<file path="src/rtl/instld_pkg.sv">
package instld_pkg;

    localparam int OPC_W = 8;
    localparam int TBL_W = 2 * (1 << OPC_W);

    typedef enum logic [1:0] {
        GRP_LOGIC  = 2'd0,
        GRP_PREFIX = 2'd1,
        GRP_MICRO  = 2'd2,
        GRP_MODRM  = 2'd3
    } grp_e;

    typedef enum logic [1:0] {
        ST_OPCODE = 2'd0,
        ST_MODRM  = 2'd1,
        ST_RUN    = 2'd2
    } st_e;

    // Default group map: the two top opcode bits select the group.
    function automatic logic [TBL_W-1:0] default_table();
        logic [TBL_W-1:0] t;
        logic [OPC_W-1:0] b;
        t = '0;
        for (int i = 0; i < (1 << OPC_W); i++) begin
            b = OPC_W'(i);
            t[2*i +: 2] = b[OPC_W-1 -: 2];
        end
        return t;
    endfunction

endpackage

</file>
<file path="src/rtl/instld_classify.sv">
module instld_classify
    import instld_pkg::*;
#(
    parameter logic [TBL_W-1:0] TABLE = default_table()
) (
    input  logic [OPC_W-1:0] opcode,
    output grp_e             grp
);
    localparam int IDX_W = OPC_W + 1;

    logic [IDX_W-1:0] base;

    assign base = {opcode, 1'b0};
    assign grp  = grp_e'(TABLE[base +: 2]);

endmodule

</file>
<file path="src/rtl/instld_lencnt.sv">
module instld_lencnt #(
    parameter int LEN_W = 4
) (
    input  logic             clk,
    input  logic             rst_n,
    input  logic             inc,
    input  logic             clr,
    output logic [LEN_W-1:0] cnt,
    output logic [LEN_W-1:0] sum
);
    localparam logic [LEN_W-1:0] MAX = {LEN_W{1'b1}};

    assign sum = (inc && cnt != MAX) ? cnt + 1'b1 : cnt;

    always_ff @(posedge clk) begin
        if (!rst_n)   cnt <= '0;
        else if (clr) cnt <= '0;
        else          cnt <= sum;
    end

    a_r10_saturate : assert property (@(posedge clk) disable iff (!rst_n)
        (cnt == MAX && !clr) |=> (cnt == MAX));

endmodule

</file>
<file path="src/rtl/instld_ctrl.sv">
module instld_ctrl
    import instld_pkg::*;
(
    input  logic clk,
    input  logic rst_n,
    input  logic q_valid,
    input  grp_e grp,
    input  logic seq_req,
    input  logic seq_done,
    output logic q_ready,
    output logic take,
    output logic ld_op,
    output logic ld_modrm,
    output logic set_pfx,
    output logic go_run,
    output logic fin,
    output logic fin_logic,
    output logic seq_take
);
    st_e state_q, state_d;

    always_ff @(posedge clk) begin
        if (!rst_n) state_q <= ST_OPCODE;
        else        state_q <= state_d;
    end

    always_comb begin
        state_d   = state_q;
        q_ready   = 1'b0;
        ld_op     = 1'b0;
        ld_modrm  = 1'b0;
        set_pfx   = 1'b0;
        go_run    = 1'b0;
        fin       = 1'b0;
        fin_logic = 1'b0;
        seq_take  = 1'b0;
        unique case (state_q)
            ST_OPCODE: begin
                q_ready = 1'b1;
                if (q_valid) begin
                    ld_op = 1'b1;
                    unique case (grp)
                        GRP_LOGIC: begin
                            fin       = 1'b1;
                            fin_logic = 1'b1;
                        end
                        GRP_PREFIX: set_pfx = 1'b1;
                        GRP_MICRO: begin
                            go_run  = 1'b1;
                            state_d = ST_RUN;
                        end
                        GRP_MODRM: state_d = ST_MODRM;
                        default: ;
                    endcase
                end
            end
            ST_MODRM: begin
                q_ready = 1'b1;
                if (q_valid) begin
                    ld_modrm = 1'b1;
                    go_run   = 1'b1;
                    state_d  = ST_RUN;
                end
            end
            ST_RUN: begin
                q_ready  = seq_req && !seq_done;
                seq_take = q_valid && seq_req && !seq_done;
                if (seq_done) begin
                    fin     = 1'b1;
                    state_d = ST_OPCODE;
                end
            end
            default: state_d = ST_OPCODE;
        endcase
    end

    assign take = q_valid && q_ready;

    a_r8_done_to_idle : assert property (@(posedge clk) disable iff (!rst_n)
        (state_q == ST_RUN && seq_done) |=> (state_q == ST_OPCODE));

    a_r5_modrm_then_run : assert property (@(posedge clk) disable iff (!rst_n)
        (state_q == ST_MODRM && q_valid) |=> (state_q == ST_RUN));

endmodule

</file>
<file path="src/rtl/instld_loader.sv">
module instld_loader
    import instld_pkg::*;
#(
    parameter int               LEN_W       = 4,
    parameter logic [TBL_W-1:0] GROUP_TABLE = default_table()
) (
    input  logic             clk,
    input  logic             rst_n,
    input  logic             q_valid,
    input  logic [OPC_W-1:0] q_byte,
    output logic             q_ready,
    output logic             seq_start,
    output logic [OPC_W-1:0] seq_op,
    output logic [OPC_W-1:0] seq_modrm,
    input  logic             seq_req,
    output logic [OPC_W-1:0] seq_data,
    output logic             seq_data_valid,
    input  logic             seq_done,
    output logic             exec_pulse,
    output logic             instr_done,
    output logic [OPC_W-1:0] instr_op,
    output logic [LEN_W-1:0] instr_len,
    output logic             instr_pfx
);
    grp_e             grp;
    logic             take, ld_op, ld_modrm, set_pfx, go_run;
    logic             fin, fin_logic, seq_take;
    logic [LEN_W-1:0] cnt, sum;
    logic             pfx_q;

    instld_classify #(.TABLE(GROUP_TABLE)) u_class (
        .opcode (q_byte),
        .grp    (grp)
    );

    instld_ctrl u_ctrl (
        .clk       (clk),
        .rst_n     (rst_n),
        .q_valid   (q_valid),
        .grp       (grp),
        .seq_req   (seq_req),
        .seq_done  (seq_done),
        .q_ready   (q_ready),
        .take      (take),
        .ld_op     (ld_op),
        .ld_modrm  (ld_modrm),
        .set_pfx   (set_pfx),
        .go_run    (go_run),
        .fin       (fin),
        .fin_logic (fin_logic),
        .seq_take  (seq_take)
    );

    instld_lencnt #(.LEN_W(LEN_W)) u_len (
        .clk   (clk),
        .rst_n (rst_n),
        .inc   (take),
        .clr   (fin),
        .cnt   (cnt),
        .sum   (sum)
    );

    always_ff @(posedge clk) begin
        if (!rst_n) begin
            seq_start      <= 1'b0;
            exec_pulse     <= 1'b0;
            instr_done     <= 1'b0;
            seq_data_valid <= 1'b0;
            seq_data       <= '0;
            seq_op         <= '0;
            seq_modrm      <= '0;
            pfx_q          <= 1'b0;
            instr_op       <= '0;
            instr_len      <= '0;
            instr_pfx      <= 1'b0;
        end else begin
            seq_start      <= go_run;
            exec_pulse     <= fin_logic;
            instr_done     <= fin;
            seq_data_valid <= seq_take;
            if (seq_take) seq_data  <= q_byte;
            if (ld_op)    seq_op    <= q_byte;
            if (ld_modrm) seq_modrm <= q_byte;
            if (fin)          pfx_q <= 1'b0;
            else if (set_pfx) pfx_q <= 1'b1;
            if (fin) begin
                instr_op  <= fin_logic ? q_byte : seq_op;
                instr_len <= sum;
                instr_pfx <= pfx_q;
            end
        end
    end

    a_r2_exec_with_done : assert property (@(posedge clk) disable iff (!rst_n)
        exec_pulse |-> instr_done);

    a_r4_start_follows_take : assert property (@(posedge clk) disable iff (!rst_n)
        seq_start |-> $past(q_valid && q_ready));

    a_r4_start_single : assert property (@(posedge clk) disable iff (!rst_n)
        seq_start |=> !seq_start);

    a_r6_data_needs_req : assert property (@(posedge clk) disable iff (!rst_n)
        seq_data_valid |-> $past(seq_req));

    a_r7_no_start_and_data : assert property (@(posedge clk) disable iff (!rst_n)
        !(seq_start && seq_data_valid));

    a_r8_len_nonzero : assert property (@(posedge clk) disable iff (!rst_n)
        instr_done |-> (instr_len != '0));

endmodule

</file>
<file path="config.mk">
export PLATFORM = sky130hd
export DESIGN_NAME = instld_loader
export DESIGN_NICKNAME = d
export VERILOG_FILES = /design/src/rtl/instld_pkg.sv /design/src/rtl/instld_classify.sv /design/src/rtl/instld_lencnt.sv /design/src/rtl/instld_ctrl.sv /design/src/rtl/instld_loader.sv
export SDC_FILE = /design/constraint.sdc
export NUM_CORES = 1
export LEC_CHECK = 0
export BUFFER_PORTS_ARGS = -buffer_cell sky130_fd_sc_hd__buf_2
export CORE_AREA = 10 10 73 81
export DETAILED_ROUTE_END_ITERATION = 10
export DIE_AREA = 0 0 83 91
export GPL_TIMING_DRIVEN = 0
export PLACE_DENSITY_LB_ADDON = 0.05
export SYNTH_ARGS = -nofsm -noshare
export SYNTH_HDL_FRONTEND = slang
export SYNTH_SLANG_ARGS = --single-unit
</file>
<file path="constraint.sdc">
create_clock -name clk -period 2.1 [get_ports clk]
set_clock_uncertainty 0.1 [all_clocks]
set_input_delay 0.105 -clock clk [delete_from_list [all_inputs] [get_ports clk]]
set_output_delay 0.105 -clock clk [all_outputs]
set_load 0.01 [all_outputs]
</file>
### Yosys cells after proc, flatten, opt, wreduce, memory -nomap -nowiden

Cells that the tools add are included.
W data, S select, Z words.

| operators by class | value |
|---|---|
| add/sub/neg operators | 1 |
| eq/ne operators | 10 |
| shift-type cells | 1 |
| muxes and demuxes | 23 |
| bitwise gates (word level) | 1 |
| reduce and logical (&&, ||, !) cells | 11 |

Operators with widths:

| cell | count |
|---|---|
| $shiftx A512 B10 Y2 const A | 1 |
| $mux W1 | 13 |
| $mux W8 | 1 |
| $eq A2 B2 Y1 const B | 3 |
| $mux W2 | 3 |
| $ne A2 B2 Y1 const B | 3 |
| $pmux W1 S2 | 3 |
| $pmux W2 S3 | 1 |
| $logic_and A1 B1 Y1 | 5 |
| $add A4 B1 Y4 const B | 1 |
| $eq A2 B1 Y1 const B | 2 |
| $logic_not A2 Y1 | 2 |
| $mux W4 | 1 |
| $ne A4 B4 Y1 const B | 1 |
| $pmux W2 S2 | 1 |
| $reduce_and A4 Y1 | 1 |
| $reduce_or A2 Y1 | 2 |
| $ne A3 B3 Y1 const B | 1 |
| $logic_not A1 Y1 | 1 |
| $not A1 Y1 | 1 |

| storage, ports and cells | value |
|---|---|
| flip-flop bits (word level) | 48 |
| input port bits | 13 |
| output and inout port bits | 42 |
| word-level logic and storage cells | 60 |

### Longest topological paths before layout

Gate-level depths: netlist (run 1).

| depth | value |
|---|---|
| depth after elaboration | 6 |
| gate-level depth with buffers | 7 |
| gate-level depth less buffers | 5 |

### Cells and area by module

From an unflattened synthesis (run 1), not the netlist that was laid out.

| second synthesis, totals | value |
|---|---|
| cells, all modules | 193 |
| area total of the unflattened synthesis | 2,010.7 µm² |

Modules (own cells, without submodules):

| module | instances | cells an instance | area each (µm²) | seq. area each (µm²) |
|---|---|---|---|---|
| instld_loader | 1 | 141 | 1,600.3 | 840.8 |
| instld_lencnt | 1 | 24 | 224.0 | 80.1 |
| instld_ctrl | 1 | 26 | 171.4 | 40.0 |
| instld_classify | 1 | 2 | 15.0 | 0.0 |

### Worst setup path before layout (run 1)

OpenSTA, ideal clock, no wires.

| timing path | value |
|---|---|
| path type | reg-to-reg |
| from | reg u_ctrl.state_q[1] |
| to | reg instr_op[0] |
| library setup time | 0.119 ns |
| arrival time | 1.556 ns |
| data required time | 1.881 ns |
| path slack | 0.324 ns |
| cell stages (with the launch flop) | 8 |
| buffers on the path | 3 |
| clock period less this slack | 1.776 ns |
| cells stage by stage | dfxtp_1 -> buf_6 -> or3b_1 -> buf_2 -> or3_1 -> buf_6 -> mux2i_1 -> a21oi_1 |

| on the way | value |
|---|---|
| word-level cells in the longest chain between the ends | 3 |
| elaborated cells on any way between the ends | 5 |
| classes of those cells | eq/ne: 1; mux: 3; reduce/logical: 1 |

RTL lines:

| what | RTL line | RTL |
|---|---|---|
| start, declared | instld_ctrl.sv:20 | `st_e state_q, state_d;` |
| start signal, assigned | instld_ctrl.sv:24 | `else state_q <= state_d;` |
| $logic_not A2 Y1 | instld_ctrl.sv:37 | `unique case (state_q)` |
| $mux W1 | instld_ctrl.sv:37 |  |
| $mux W8 | instld_loader.sv:87 | `instr_op <= fin_logic ? q_byte : seq_op;` |
| end signal, assigned | instld_loader.sv:87 |  |
| end, declared | instld_loader.sv:21 | `output logic [OPC_W-1:0] instr_op,` |

Several ways; a longest one is shown, not always the timed one.
A chain may end at the register's enable or synchronous reset.

### Final worst setup path (run 1)

| timing path | value |
|---|---|
| from | in q_byte[7] |
| to | reg instr_len[3] |

| on the way | value |
|---|---|
| word-level cells in the longest chain between the ends | 5 |

RTL lines:

| what | RTL line | RTL |
|---|---|---|
| start, declared | instld_loader.sv:10 | `input logic [OPC_W-1:0] q_byte,` |
| $shiftx A512 B10 Y2 | instld_classify.sv:14 | `assign grp = grp_e'(TABLE[base +: 2]);` |
| $logic_not A2 Y1 | instld_ctrl.sv:42 | `unique case (grp)` |
| $mux W1 | instld_ctrl.sv:42 |  |
| $mux W1 | instld_ctrl.sv:40 | `if (q_valid) begin` |
| $pmux W1 S2 | instld_ctrl.sv:37 |  |
| end signal, assigned | instld_loader.sv:88 | `instr_len <= sum;` |
| end, declared | instld_loader.sv:22 | `output logic [LEN_W-1:0] instr_len,` |

No other way between the ends.

==> flow_metrics.tcl, run 1 <==
set metrics [dict create \
    fillers 445 \
    vdd_drop_max_v 0.0003984 \
    fin_tns_setup_ns 0 \
    postSynthAreaPerCell_um2 9.047 \
    synthesis.nets 218 \
    first_iter_violations 68 \
    synth_area_um2 1846 \
    fmax_ghz 0.5162 \
    tightestPinTransition_ns 0.9005 \
    fp.dieH_um 91 \
    vias 1628 \
    antenna_found_initial 0 \
    crit_top_cell "buf_2" \
    slowest_stage "or4b_1" \
    place.gp.congestion 0.7444 \
    cp_max_fo 10 \
    async_reset_ff_frac 0 \
    utilization 0.5521 \
    max_cap_violations 0 \
    dr.pass1.iters 4 \
    cts_tree "built" \
    r2r_end "instr_op[2]$_SDFFE_PN0P_" \
    cts.sinks 48 \
    grt.total_usage 0.1303 \
    diodes 0 \
    sw_frac_of_total 0.2607 \
    rsz0062_at_grt "false" \
    internal_power_mw 1.255 \
    worstPathRequired_ns 2.19 \
    regArea_um2 960.9 \
    status "completed" \
    whs_path_depth 3 \
    synth.distinct_cells 32 \
    comb_power_share 0.124 \
    core_um2 4254 \
    grt_max_degree 14 \
    viasPerCell 4.979 \
    drc 0 \
    ios 55 \
    syn2layout_area_growth_pct 27.25 \
    drive_gt1_frac 0.2454 \
    path_cells "dlygate4sd3_1 -> buf_2 -> or4b_1 -> a21oi_4 -> buf_2 -> nand3b_1 -> o31ai_1" \
    p_seq_frac 0.568 \
    relSlewSlack 0.3950 \
    final_cell_mix "buf_2 (56), dfxtp_1 (48), nand2_1 (29)" \
    maxSlewViolCount 0 \
    rows 25 \
    wl_per_cell_um 14.76 \
    port_buffers 54 \
    clockPowerShare 0.308 \
    cts_buffer_depth 2 \
    clk_pin_slew_worst_paths_ns 0.09 \
    clock-root-buffer "clkbuf_8" \
    yosys_warnings 0 \
    ff2ff_path_depth 7 \
    multi_input_area_um2 810.8 \
    htree_num_levels 2 \
    finalHoldViolations 0 \
    die_w_um 83 \
    syn_inst 204 \
    post_cts_buffers 0 \
    seq_area_frac_synth 0.5207 \
    hpwl_mm 3.588 \
    worstSkewPairLatency_ns 0.30 \
    dieArea_um2 7553 \
    initial_utilization 0.4338 \
    power_density_nw_per_um2 722.7 \
    min_to "seq_op[6]$_SDFFE_PN0P_" \
    min_path_type "in -> reg" \
    ant_nets 0 \
    critPathArrivalTime_ns 2.02 \
    layout_commonest_cell "buf_2" \
    critPathMaxStageDelay_ns 0.56 \
    grt_pass1_vias 1662 \
    worst_setup_path_end_kind "flip-flop" \
    worstSetupPathType "in -> reg" \
    leakage_nw 1.065 \
    period_share 0.9225 \
    period_minus_slack_ns 1.937 \
    numCtsBuffers 5 \
    cp-start-kind "input pin" \
    yosys_most_used_dff "dfxtp_1" \
    wl_mm 4.826 \
    fin_nets 287 \
    rr_startpoint "u_ctrl.state_q[1]$_SDFFE_PN0P_" \
    min_from "q_byte[6]" \
    grt_pass1_wl_mm 8.273 \
    synth_edf_count 0 \
    p_sw_mw 0.4425 \
    rrSetupSlack_ns 0.17 \
    gr-total-overflow 0 \
    setup_viol 0 \
    synth-seq-cells 48 \
]
flip-flops by register name (all words and copies together) (netlist names), 2 cells and up:
name / flops
instr_op: 8
u_len.cnt: 4
seq_data: 8
seq_modrm: 8
instr_len: 4
u_ctrl.state_q: 2
seq_op: 8
kinds of logic (layout without fill, tap and decap cells):
logic type | Yosys count | after routing | share of synthesized area
multiplexers | 18 | 18 | 0.09763
buffers and inverters | 16 | 85 | 0.04406
adder cells (fa/ha/maj) | 1 | 1 | 0.006779
flip-flops | 48 | 48 | 0.5207
AO/OA/AOI/OAI | 44 | 44 | 0.1288
XOR/XNOR | 1 | 1 | 0.004747
AND/OR/NAND/NOR | 76 | 76 | 0.1973
power groups by stage:
stage	logic, mW	registers (mW)	clock network [mW]
CTS	0.213	0.964	0.537
finish	0.211	0.964	0.522
detailed placement	0.200	0.985	0
global route	0.239	0.969	0.567
floorplan	0.104	0.997	0
global placement	0.199	0.985	0
Yosys cell counts, types with 2 or more instances:
| cell | n | area share |
|---|---|---|
| dfxtp_1 | 48 | 0.52 |
| nand2_1 | 29 | 0.059 |
| a21oi_1 | 28 | 0.076 |
| mux2i_1 | 18 | 0.098 |
| nor2_1 | 17 | 0.035 |
| nand3_1 | 10 | 0.027 |
| o21ai_0 | 10 | 0.027 |
| clkbuf_1 | 6 | 0.012 |
| nor3_1 | 6 | 0.016 |
| inv_1 | 5 | 0.010 |
| nand2b_1 | 3 | 0.010 |
| buf_6 | 2 | 0.012 |
| or3_1 | 2 | 0.0068 |
| or3b_1 | 2 | 0.0095 |
timing repair:
action | 4_1_cts | 5_1_grt
endpoints found under the setup margin | 0 | 11
hold buffers | 8 | 0
gates resized for setup | 0 | 2
hold endpoints to repair | 18 | 0
routing by layer:
metal	vias to the layer above	global-route usage	part of all wire
li1	838	-	-
met1	733	0.1507	0.45
met2	50	0.2043	0.44
met3	7	0.06345	0.095
met4	0	0.04688	0.013
met5	-	0	0
layout make-up:
cell class,instances,area share
clock inverters,1,0.002131
clock buffers,6,0.03090
repair buffers,62,0.1492
plain buffers,11,0.02664
multi-input cells,140,0.3452
flip-flops and latches,48,0.4092
well taps,54,0.02877
inverters,5,0.007991
per-stage QoR:
step	hold slack (ns)	power, mW	std cells	setup WS (ns)	instance area [um2]
after floorplan	0.1341	1.101	204	0.3243	1846
after global placement	0.2880	1.184	312	0.1714	2183
after detailed placement	0.2911	1.185	312	0.1776	2183
after CTS	0.006722	1.714	327	0.07594	2341
after global routing	0.02630	1.775	327	0.002022	2349
final	0.008893	1.697	327	0.1627	2349
critical path, delay by kind of cell:
family / cells / cell delay [ns]
AO/OA/AOI/OAI: 2 / 0.30
AND/OR/NAND/NOR: 2 / 0.69
buffers and inverters: 3 / 0.93
how the worst max path moves through the flow:
stage / end / cells after the start / from
final: instr_len[3]$_SDFFE_PN0P_ / 7 / q_byte[7]
after detailed placement: instr_len[3]$_SDFFE_PN0P_ / 6 / u_ctrl.state_q[1]$_SDFFE_PN0P_
after global routing: instr_op[2]$_SDFFE_PN0P_ / 7 / q_byte[7]
after floorplan: instr_op[0]$_SDFFE_PN0P_ / 7 / u_ctrl.state_q[1]$_SDFFE_PN0P_
after global placement: instr_len[3]$_SDFFE_PN0P_ / 6 / u_ctrl.state_q[1]$_SDFFE_PN0P_
after CTS: instr_len[3]$_SDFFE_PN0P_ / 7 / q_byte[7]
Power figures use the tool's default switching activity.
==> run 2: changes to the inputs <==
Clock period 2.1 ns to 2.42 ns, I/O delays scaled along.
==> flow_metrics.tcl, run 2 (synthesis results as in run 1) <==
set metrics [dict create \
    gr-total-overflow 0 \
    period_minus_slack_ns 1.923 \
    antenna_found_initial 0 \
    max_cap_violations 0 \
    worst_setup_path_end_kind "flip-flop" \
    rows 25 \
    finalHoldViolations 0 \
    grt_pass1_vias 1655 \
    period_share 0.7945 \
    drive_gt1_frac 0.2463 \
    wl_per_cell_um 14.84 \
    cp-start-kind "flip-flop" \
    worstPathRequired_ns 2.52 \
    grt_util_met3 0.06256 \
    viasPerCell 4.948 \
    cp_max_fo 9 \
    multi_input_area_um2 803.3 \
    slowest_stage "or3b_1" \
    fmax_ghz 0.5201 \
    critPathArrivalTime_ns 2.02 \
    fin_tns_setup_ns 0 \
    place.gp.congestion 0.7444 \
    grt_pass1_wl_mm 8.280 \
    cts_tree "built" \
    diodes 0 \
    clk_pin_slew_worst_paths_ns 0.09 \
    dieArea_um2 7553 \
    leakage_nw 1.059 \
    rsz0062_at_grt "false" \
    layout_commonest_cell "buf_2" \
    status "completed" \
    vias 1613 \
    final_cell_mix "buf_2 (55), dfxtp_1 (48), nand2_1 (29)" \
    numCtsBuffers 5 \
    ios 55 \
    clock-root-buffer "clkbuf_8" \
    hpwl_mm 3.588 \
    core_um2 4254 \
    min_path_type "in -> reg" \
    cts.sinks 48 \
    drc 0 \
    wl_mm 4.837 \
    dr.pass1.iters 4 \
    first_iter_violations 81 \
    tightestPinTransition_ns 0.9035 \
    ant_nets 0 \
    grt_max_degree 14 \
    setup_viol 0 \
    grtUsageMet1 0.1512 \
    worstSkewPairLatency_ns 0.31 \
    maxSlewViolCount 0 \
    post_cts_resized 0 \
    grt.busiest_layer "met2" \
    relSlewSlack 0.3931 \
    port_buffers 54 \
    regArea_um2 960.9 \
    path_cells "buf_6 -> or3b_1 -> buf_2 -> or3_1 -> buf_6 -> mux2i_1 -> a21oi_1" \
    power_density_nw_per_um2 630.8 \
    syn2layout_area_growth_pct 26.31 \
    htree_num_levels 2 \
    worstSetupPathType "reg -> reg" \
    post_cts_buffers 0 \
    cts_buffer_depth 2 \
    die_w_um 83 \
    met2_usage 0.2043 \
    hold_buffers 7 \
    fillers 448 \
    initial_utilization 0.4338 \
    utilization 0.5479 \
    grt.total_usage 0.1303 \
    fin_nets 286 \
    critPathMaxStageDelay_ns 0.33 \
    vdd_drop_max_v 0.0003416 \
    crit_top_cell "buf_6" \
    fp.dieH_um 91 \
]
==> run 2: final cells by class <==
| class | count | share of cell area |
|---|---|---|
| buffer | 11 | 0.02684 |
| sequential | 48 | 0.4122 |
| tap | 54 | 0.02899 |
| multi-input combinational | 140 | 0.3446 |
| inverter | 5 | 0.008052 |
| clock buffer | 6 | 0.03113 |
| timing repair buffer | 61 | 0.1460 |
| clock inverter | 1 | 0.002147 |
==> run 2: report_power, final <==
| group | internal (mW) | switching (mW) |
|---|---|---|
| Combinational | 0.0714 | 0.109 |
| Clock | 0.197 | 0.256 |
| Sequential | 0.819 | 0.0177 |
| Total | 1.09 | 0.383 |
==> run 2: path summary, 6_finish.rpt <==
kind / from / cells after the start / to / slack [ns]
worst max-delay path: u_ctrl.state_q[1]$_SDFFE_PN0P_ / 7 / instr_op[2]$_SDFFE_PN0P_ / 0.50
worst min-delay path: q_byte[7] / 3 / seq_op[7]$_SDFFE_PN0P_ / 0.02
worst max register to register: u_ctrl.state_q[1]$_SDFFE_PN0P_ / 7 / instr_op[2]$_SDFFE_PN0P_ / 0.50
worst min register to register: seq_modrm[4]$_SDFFE_PN0P_ / 2 / seq_modrm[4]$_SDFFE_PN0P_ / 0.35
==> run 2: worst max-delay path, delay by kind of cell (launching register included) <==
family	cells	cell delay, ns
flip-flops	1	0.31
buffers and inverters	3	0.47
multiplexers	1	0.19
AO/OA/AOI/OAI	1	0.09
AND/OR/NAND/NOR	2	0.66
==> run 2: through the flow <==
stage	cell area [um2]	worst slack, ns	hold slack, ns	cells	total power [mW]
3_5_place_dp	2183	0.4976	0.3071	312	1.029
6_report	2331	0.4974	0.02150	326	1.470
4_1_cts	2331	0.4703	0.01288	326	1.486
3_3_place_gp	2183	0.4914	0.3040	312	1.028
5_1_grt	2331	0.3274	0.04230	326	1.538
2_1_floorplan	1846	0.6443	0.1501	204	0.9553
==> run 2: layer usage <==
metal / part of all wire / vias to the layer above
met3: 0.085 / 7
met1: 0.46 / 726
li1: - / 838
met4: 0.013 / 0
met5: 0 / -
met2: 0.44 / 42
